### src/rtl/resel_pkg.sv
package resel_pkg;

    localparam int unsigned DB_W = 8;
    localparam int unsigned ID_W = $clog2(DB_W);

    typedef logic [DB_W-1:0] db_t;
    typedef logic [ID_W-1:0] id_t;

    typedef enum logic [1:0] {
        HS_IDLE = 2'd0,
        HS_WAIT = 2'd1,
        HS_HOLD = 2'd2
    } hs_state_e;

    typedef struct packed {
        logic sel;
        logic io;
        logic bsy;
        db_t  db;
        logic par;
    } bus_s;

    typedef struct packed {
        logic ok;
        id_t  targ;
    } verdict_s;

    function automatic logic odd_parity_ok(input db_t d, input logic p);
        return (^{d, p}) == 1'b1;
    endfunction

    function automatic int unsigned ones_in(input db_t d);
        int unsigned n;
        n = 0;
        for (int i = 0; i < DB_W; i++) n += int'(d[i]);
        return n;
    endfunction

    function automatic id_t lowest_set(input db_t d);
        id_t r;
        r = '0;
        for (int i = DB_W - 1; i >= 0; i--)
            if (d[i]) r = id_t'(i);
        return r;
    endfunction

endpackage

### src/rtl/resel_check.sv
module resel_check
    import resel_pkg::*;
(
    input  bus_s     bus,
    input  id_t      own,
    output verdict_s verdict
);
    db_t own_mask;
    db_t other;

    always_comb begin
        own_mask     = db_t'(1) << own;
        other        = bus.db & ~own_mask;
        verdict.ok   = odd_parity_ok(bus.db, bus.par)
                     && (ones_in(bus.db) == 2)
                     && ((bus.db & own_mask) != '0);
        verdict.targ = lowest_set(other);
    end
endmodule

### src/rtl/resel_qualify.sv
module resel_qualify
    import resel_pkg::*;
#(
    parameter int unsigned SETTLE_CYC = 50
) (
    input  logic clk,
    input  logic rst,
    input  bus_s bus,
    input  id_t  own,
    input  logic armed,
    output logic settled
);
    localparam int unsigned CNT_W = $clog2(SETTLE_CYC + 1);
    localparam logic [CNT_W-1:0] CNT_TOP  = CNT_W'(SETTLE_CYC);
    localparam logic [CNT_W-1:0] CNT_LAST = CNT_W'(SETTLE_CYC - 1);

    logic             cond;
    logic [CNT_W-1:0] cnt;

    assign cond    = bus.sel && bus.io && !bus.bsy && bus.db[own];
    assign settled = armed && cond && (cnt == CNT_LAST);

    always_ff @(posedge clk) begin
        if (rst || !(armed && cond))
            cnt <= '0;
        else if (cnt != CNT_TOP)
            cnt <= cnt + 1'b1;
    end

    // a settle event needs the condition on the previous edge too (when the count is above one)
    a_r1_steady_hold: assert property (@(posedge clk) disable iff (rst)
        (settled && SETTLE_CYC > 1) |-> $past(cond));

    // the count never passes its saturation value
    a_r8_saturate: assert property (@(posedge clk) disable iff (rst)
        cnt <= CNT_TOP);
endmodule

### src/rtl/resel_handshake.sv
module resel_handshake
    import resel_pkg::*;
#(
    parameter int unsigned RESP_DLY  = 2,
    parameter int unsigned ABORT_CYC = 25
) (
    input  logic     clk,
    input  logic     rst,
    input  logic     settled,
    input  verdict_s verdict,
    input  logic     sel,
    output logic     armed,
    output logic     bsy_drv,
    output logic     stb,
    output id_t      targ_id
);
    localparam int unsigned DW = $clog2(RESP_DLY + 1);
    localparam logic [DW-1:0] D_LAST = DW'(RESP_DLY - 1);
    localparam int unsigned AW = $clog2(ABORT_CYC + 2);

    hs_state_e        state;
    logic [DW-1:0]    dcnt;
    logic [AW-1:0]    since_stb;

    assign armed   = (state == HS_IDLE);
    assign bsy_drv = (state == HS_HOLD);

    always_ff @(posedge clk) begin
        if (rst) begin
            state   <= HS_IDLE;
            dcnt    <= '0;
            stb     <= 1'b0;
            targ_id <= '0;
        end else begin
            stb <= 1'b0;
            unique case (state)
                HS_IDLE: begin
                    dcnt <= '0;
                    if (settled && verdict.ok) begin
                        state   <= HS_WAIT;
                        stb     <= 1'b1;
                        targ_id <= verdict.targ;
                    end
                end
                HS_WAIT: begin
                    if (dcnt == D_LAST) state <= HS_HOLD;
                    else                dcnt  <= dcnt + 1'b1;
                end
                HS_HOLD: begin
                    if (!sel) state <= HS_IDLE;
                end
                default: state <= HS_IDLE;
            endcase
        end
    end

    // watch counter for the abort window
    always_ff @(posedge clk) begin
        if (rst || stb)
            since_stb <= '0;
        else if (state == HS_WAIT && since_stb != AW'(ABORT_CYC + 1))
            since_stb <= since_stb + 1'b1;
    end

    // busy is driven before the abort window closes
    a_r5_abort_window: assert property (@(posedge clk) disable iff (rst)
        (state == HS_WAIT) |-> (since_stb < AW'(ABORT_CYC)));

    // the strobe is a single-cycle pulse
    a_r4_one_pulse: assert property (@(posedge clk) disable iff (rst)
        stb |=> !stb);

    // select low while holding busy drops busy on the next edge
    a_r6_release: assert property (@(posedge clk) disable iff (rst)
        (bsy_drv && !sel) |=> !bsy_drv);
endmodule

### src/rtl/resel_responder.sv
module resel_responder
    import resel_pkg::*;
#(
    parameter int unsigned SETTLE_CYC = 50,
    parameter int unsigned RESP_DLY   = 2,
    parameter int unsigned ABORT_CYC  = 25
) (
    input  logic       clk,
    input  logic       rst,
    input  logic       sel_i,
    input  logic       io_i,
    input  logic       bsy_i,
    input  logic [7:0] db_i,
    input  logic       dbp_i,
    input  logic [2:0] own_id_i,
    output logic       bsy_drv_o,
    output logic       resel_stb_o,
    output logic [2:0] targ_id_o
);
    bus_s     bus;
    verdict_s verdict;
    logic     armed;
    logic     settled;

    assign bus = '{sel: sel_i, io: io_i, bsy: bsy_i, db: db_i, par: dbp_i};

    resel_check u_check (
        .bus     (bus),
        .own     (own_id_i),
        .verdict (verdict)
    );

    resel_qualify #(.SETTLE_CYC(SETTLE_CYC)) u_qual (
        .clk     (clk),
        .rst     (rst),
        .bus     (bus),
        .own     (own_id_i),
        .armed   (armed),
        .settled (settled)
    );

    resel_handshake #(.RESP_DLY(RESP_DLY), .ABORT_CYC(ABORT_CYC)) u_hs (
        .clk     (clk),
        .rst     (rst),
        .settled (settled),
        .verdict (verdict),
        .sel     (sel_i),
        .armed   (armed),
        .bsy_drv (bsy_drv_o),
        .stb     (resel_stb_o),
        .targ_id (targ_id_o)
    );

    // an accepted byte carried odd parity
    a_r2_parity: assert property (@(posedge clk) disable iff (rst)
        resel_stb_o |-> $past(^{db_i, dbp_i}));

    // an accepted byte had exactly two set bits
    a_r3_two_bits: assert property (@(posedge clk) disable iff (rst)
        resel_stb_o |-> $past($countones(db_i) == 2));

    // acceptance needed select, I/O and released busy on the deciding edge
    a_r1_condition: assert property (@(posedge clk) disable iff (rst)
        resel_stb_o |-> $past(sel_i && io_i && !bsy_i));
endmodule

### config.mk
export PLATFORM = sky130hd
export DESIGN_NAME = resel_responder
export DESIGN_NICKNAME = d
export VERILOG_FILES = /design/src/rtl/resel_pkg.sv /design/src/rtl/resel_check.sv /design/src/rtl/resel_qualify.sv /design/src/rtl/resel_handshake.sv /design/src/rtl/resel_responder.sv
export SDC_FILE = /design/constraint.sdc
export NUM_CORES = 1
export LEC_CHECK = 0
export BUFFER_PORTS_ARGS = -buffer_cell sky130_fd_sc_hd__buf_2
export CAP_MARGIN = 20
export CORE_UTILIZATION = 36
export DETAILED_ROUTE_END_ITERATION = 16
export PLACE_DENSITY_LB_ADDON = 0.1
export RECOVER_POWER = 100
export SKIP_LAST_GASP = 1
export SLEW_MARGIN = 10
export SYNTH_ARGS = -nofsm -noshare
export SYNTH_HDL_FRONTEND = slang
export SYNTH_SLANG_ARGS = --single-unit
### constraint.sdc
create_clock -name clk -period 4.3 [get_ports clk]
set_input_delay 0.215 -clock clk [delete_from_list [all_inputs] [get_ports clk]]
set_output_delay 0.215 -clock clk [all_outputs]
set_load 0.01 [all_outputs]
# Yosys cells after proc, flatten, opt, wreduce, memory -nomap -nowiden
# Index checks and enable logic that the tools add are counted.
word_totals:
  register_bits: 14
  latch_bits: 0
  ram_bits: 0
  romBits: 0
  inputBits: 17
  out_inout_bits: 5
  memories: 0
classes:
  n_addsub: 9
  n_mul: 0
  div: 0
  n_lt_le_gt_ge: 1
  n_eq_ne: 10
  n_shift: 1
  muxes: 17
  bitwise: 4
  reduce_logical: 19
op_table:
  columns: ["cell", "n"]
  rows:
  - ["32-bit by 1-bit adder with 32-bit output", 6]
  - ["32-bit by 2-bit == test with 1-bit output (second input constant)", 1]
  - ["3-bit two-way mux", 8]
  - ["8-bit AND", 2]
  - ["9-bit parity", 1]
  - ["1-bit logical AND", 8]
  - ["2-bit two-way mux", 4]
  - ["8-bit NOT", 1]
  - ["8-bit nonzero test", 1]
  - ["1-bit by 3-bit << shifter with 8-bit output (first input constant)", 1]
  - ["6-bit by 1-bit adder with 6-bit output (second input constant)", 1]
  - ["6-bit == test (second input constant)", 1]
  - ["6-bit inequality test (second input constant)", 1]
  - ["2-bit case mux with 3 select lines", 1]
  - ["2-bit by 1-bit == test with 1-bit output (second input constant)", 2]
  - ["3-bit by 4-bit less-than comparator with 1-bit output (second input constant)", 1]
  - ["2-bit by 1-bit inequality test with 1-bit output (second input constant)", 2]
  - ["2-bit inequality test (second input constant)", 2]
  - ["2-bit case mux with 2 select lines", 1]
  - ["2-bit AND reduction", 2]
  - ["1-bit binary-select mux with 3-bit select", 1]
  - ["3-bit AND reduction", 1]
  - ["1-bit by 1-bit adder with 2-bit output", 1]
  - ["2-bit by 1-bit adder with 2-bit output (second input constant)", 1]
  - ["8 further kinds", 10]

# Logic depth before layout (Yosys ltp)
logic_depth:
  word_depth: 13
  mapped_depth: 13

# By module
# Synthesis repeated with hierarchy kept, for this count alone.
unflattened:
  hier_cells: 159
  hier_area_um2: 1353.8
by_module_without_submodules:
  columns: ["mod", "instances", "cells_each", "area_each_um2", "seq_area_each_um2"]
  rows:
  - ["resel_check", 1, 77, 581.8, 0.0]
  - ["resel_qualify", 1, 46, 396.6, 120.1]
  - ["resel_handshake", 1, 36, 375.4, 160.2]

# Worst setup path before layout
# No wires, ideal clock.
synth_timing:
  path_kind: "in2reg"
  startpoint: "in db_i[0]"
  endpoint: "reg u_hs.targ_id[2]"
  t_arrival_ns: 3.114
  required_ns: 4.179
  slack_ns: 1.066
  stages: 13
  n_path_buf: 0
  path_cell_list: "ha_1 inv_1 fa_1 fa_1 inv_1 fa_1 inv_1 fa_1 nor2_1 nand3_1 a21oi_1 nand3_1 mux2_2"
synth_via:
  elab_chain_len: 12
  word_cells_on_any_way: 22
synth_lines:
  columns: ["item", "line_no", "text"]
  rows:
  - ["from (decl)", "resel_responder.sv:13", "input logic [7:0] db_i,"]
  - ["1-bit by 1-bit adder with 2-bit output", "resel_pkg.sv:35", "for (int i = 0; i < DB_W; i++) n += int'(d[i]);"]
  - ["32-bit by 1-bit adder with 32-bit output (6 in a row)", "resel_pkg.sv:35", null]
  - ["32-bit by 2-bit == test with 1-bit output", "resel_check.sv:15", "&& (ones_in(bus.db) == 2)"]
  - ["1-bit logical AND", "resel_check.sv:15", null]
  - ["1-bit logical AND", "resel_check.sv:16", "&& ((bus.db & own_mask) != '0);"]
  - ["1-bit logical AND", "resel_handshake.sv:39", "if (settled && verdict.ok) begin"]
  - ["2-bit AND reduction (no source line)", null, null]
  - ["to (signal assigned)", "resel_handshake.sv:42", "targ_id <= verdict.targ;"]
  - ["to (decl)", "resel_handshake.sv:15", "output id_t targ_id"]
# Several ways; a longest one is shown, not always the timed one. The select of a mux whose other input is x is not followed.
# A chain may end at the register's enable or synchronous reset.

# Worst setup path after layout
layout_timing:
  startpoint: "in db_i[1]"
  endpoint: "reg u_hs.targ_id[2]"
# Same word-level chain as after synthesis.

==> flow_summary.toml <==
[clock_tree]
clk_path_buf_depth = 2
cts.clk_slew.worst_paths_ns = 0.08
clock-sinks = 14
postCtsSetupBuffers = 0
clock_latency_ns = 0.27
cts.htree.levels = 1
clockRootBuffer = "clkbuf_4"
cts_tree = "done"
cts.repair.resized = 0
postCtsHoldBufs = 0
cts_inserted_buffers = 3

[logic_synthesis]
synth_edf_count = 0
synth_fa_ha_area_share_pct = 13.90
muxShareOfSynthArea_pct = 11.51
avgSynthCellArea_sq_um = 8.318
ys_seq_area_share_pct = 23.24
synth_top_family_by_area = "simple AND/OR/NAND/NOR gates"
synth_area_sq_um = 1206
yosys.area.top_type = "dfxtp_1"
ys.flop_type = "dfxtp_1"
synthArstFlopShare_pct = 0
synthTopCellsByArea = "dfxtp_1 (23%), ha_1 (7.3%), fa_1 (6.6%)"
ys_warn_count = 0
synth-compound-area-share_pct = 12.03
yosys.area_share.simple_pct = 23.13
ys_seq_elements = 14
syn_inst = 145
synth_cell_type_count = 35
synth_top_area_share_pct = 23.24
synth_xor_area_share_pct = 9.855
synth_nets = 173

[cells_and_area]
fillers = 348
layout.nets = 194
mostFrequentLayoutCells = "nor2_1 (17), inv_1 (15), buf_2 (15)"
final_util_pct = 43.28
stdcell_area_sq_um = 1354
drive_gt1_share_pct = 15.85
final_common_cell = "nor2_1"
syn_to_final_growth_pct = 12.24
antenna_cells = 0

[timing]
slew_headroom_pct = 67.55
skew_ns = 0.005025
setup_viol = 0
fin_ws_ns = 0.7844
fmax_mhz = 284.4
rsz0062_at_grt = "no"
worst_slew_pin_slew_ns = 0.4802
drv_slew = 0
hold_violations = 0
layout_min_cycle_time_ns = 3.516
finalSetupTns_ns = 0
period_share_pct = 81.76

[drt]
via_per_inst = 4.904
dr.max_layer_used = "met4"
dr_wl_met2_mm = 1.076
first_pass_iters = 4
drc = 0
wl_met3_um = 72
wl_met1_mm = 1.277
drt-total-wl_mm = 2.452
num_vias = 1020
drtIter0Drc = 50
wl_per_cell_um = 11.79
ant_nets = 0

[power]
swShare_pct = 30.63
pwr-share-seq_pct = 43.7
power.leakage_nw = 0.5527
powerDensity_nw_per_um2 = 219.8
p_switching_w = 0.00009114
combinationalPowerShare_pct = 31.7
p_clk_share_pct = 24.6
intPower_w = 0.0002064
ir_worst_vdd_mv = 0.06249
fin_total_pwr_w = 0.0002975

[place]
place_area_sq_um = 1346
place.gp.congestion = 0.8036
detailedPlace.worstSlack_ns = 0.6051
dp_hpwl_mm = 1.937
portBuffers = 21

[die]
ios = 22
initial_core_util_pct = 38.56
dieArea_sq_um = 3586
die-height_um = 59.88
coreArea_sq_um = 3128
rows = 20
die_w_um = 59.88

[worst_setup_path]
cp-end-kind = "flip-flop"
worstPathRequired_ns = 4.46
worst-path-max-fanout = 8
cp_cell_sequence = "clkbuf_1 -> ha_1 -> inv_1 -> fa_1 -> fa_1 -> inv_1 -> fa_1 -> inv_1 -> fa_1 -> nor2_1 -> nand3_1 -> a21oi_1 -> nand3_1 -> mux2_2"
crit_path_start_kind = "input port"
critPathMaxStageDelay_ns = 0.51
cp_common_cell = "fa_1"
critPathKind = "input port to flip-flop"
cp.arrival_ns = 3.68
rr_endpoint = "u_qual.cnt[3]$_SDFFE_PP0P_"
r2r_start = "u_hs.state[0]$_SDFFE_PP0P_"
reg2reg_slack_ns = 2.36
rr_worst_depth = 4
cp_slowest_cell = "fa_1"

[min_path]
min_from = "sel_i"
hold_path_class = "input port to flip-flop"
whs_path_depth = 3
whs_endpoint = "u_hs.state[1]$_SDFFE_PP0P_"

[global_route]
overflow = 0
grt.total_usage_pct = 14.65
first_global_vias = 878
antenna_found_initial = 0
grt_max_degree = 14
grt_pass1_wl_mm = 3.953

[run]
cap_violations = 0

[outcome]
status = "complete, no violations"
## cells by family (layout without fill, tap and decap cells)
| family | count (synthesis) | count (layout) |
|---|---|---|
| AOI/OAI and AO/OA | 23 | 23 |
| xor gates and xnor gates | 12 | 12 |
| adders and majority gates | 11 | 11 |
| buffers and inverters | 20 | 39 |
| DFF | 14 | 14 |
| muxes | 12 | 12 |
| and+or+nand+nor | 53 | 53 |
## stage by stage
| stage | cells | hold slack [ns] |
|---|---|---|
| after floorplan | 145 | 0.3510 |
| after global placement | 205 | 0.4638 |
| after detailed placement | 205 | 0.4654 |
| after CTS | 208 | 0.1869 |
| after global routing | 208 | 0.2060 |
| final | 208 | 0.1934 |
## cells in the mapped netlist, drive strengths merged (5+ instances only)
library cell and number:
xnor2 9, dfxtp 14, inv 15, mux2i 6, a21oi 10, nand2 9, nand2b 6, ha 7
mux2 5, nand3 6, nor2 17
## cell type report
| cell class | instances | area, sq um | area share (%) |
|---|---|---|---|
| sequential | 14 | 280.3 | 20.70 |
| inverter | 15 | 56.30 | 4.159 |
| multi-input combinational | 111 | 842.1 | 62.20 |
| clock buffer | 3 | 22.52 | 1.664 |
| tap | 44 | 55.05 | 4.067 |
| timing repair buffer | 21 | 97.59 | 7.209 |
## critical path: cells and delay by family
kind            cells  cell delay [ns]
compound gates      1             0.22
fa+ha+maj           5             2.00
buf+inv             4             0.46
mux                 1             0.33
simple gates        3             0.44
## power groups by stage
stage	registers, W	logic [W]	clock network (W)
2_1_floorplan	0.000133	0.0000681	0
3_3_place_gp	0.000133	0.0000921	0
3_5_place_dp	0.000133	0.0000956	0
4_1_cts	0.000130	0.0000962	0.0000754
5_1_grt	0.000130	0.000108	0.0000818
6_report	0.000130	0.0000943	0.0000731
## sequential cells by signal, summed over array words and instances, names as in the netlist
register / cells
u_qual.cnt: 6
u_hs.dcnt: 2
u_hs.stb: 1
u_hs.state: 2
u_hs.targ_id: 3
## how the worst max path moves through the flow
stage                     startpoint                           end  cells after the start
after global routing         db_i[1]  u_hs.targ_id[2]$_SDFFE_PP0P_                     14
final                        db_i[1]  u_hs.targ_id[2]$_SDFFE_PP0P_                     14
after floorplan              db_i[0]  u_hs.targ_id[2]$_SDFFE_PP0P_                     13
after global placement       db_i[0]  u_hs.targ_id[2]$_SDFFE_PP0P_                     14
after detailed placement     db_i[1]  u_hs.targ_id[2]$_SDFFE_PP0P_                     14
after CTS                    db_i[1]  u_hs.targ_id[2]$_SDFFE_PP0P_                     14
## metal layers
layer  vias up  track usage (%)
li1        535                -
met1       463            21.16
met2        20            22.06
met3         2            2.165
met4         0            4.983
met5         -                0
No activity file was read; power rests on OpenSTA's default activity.
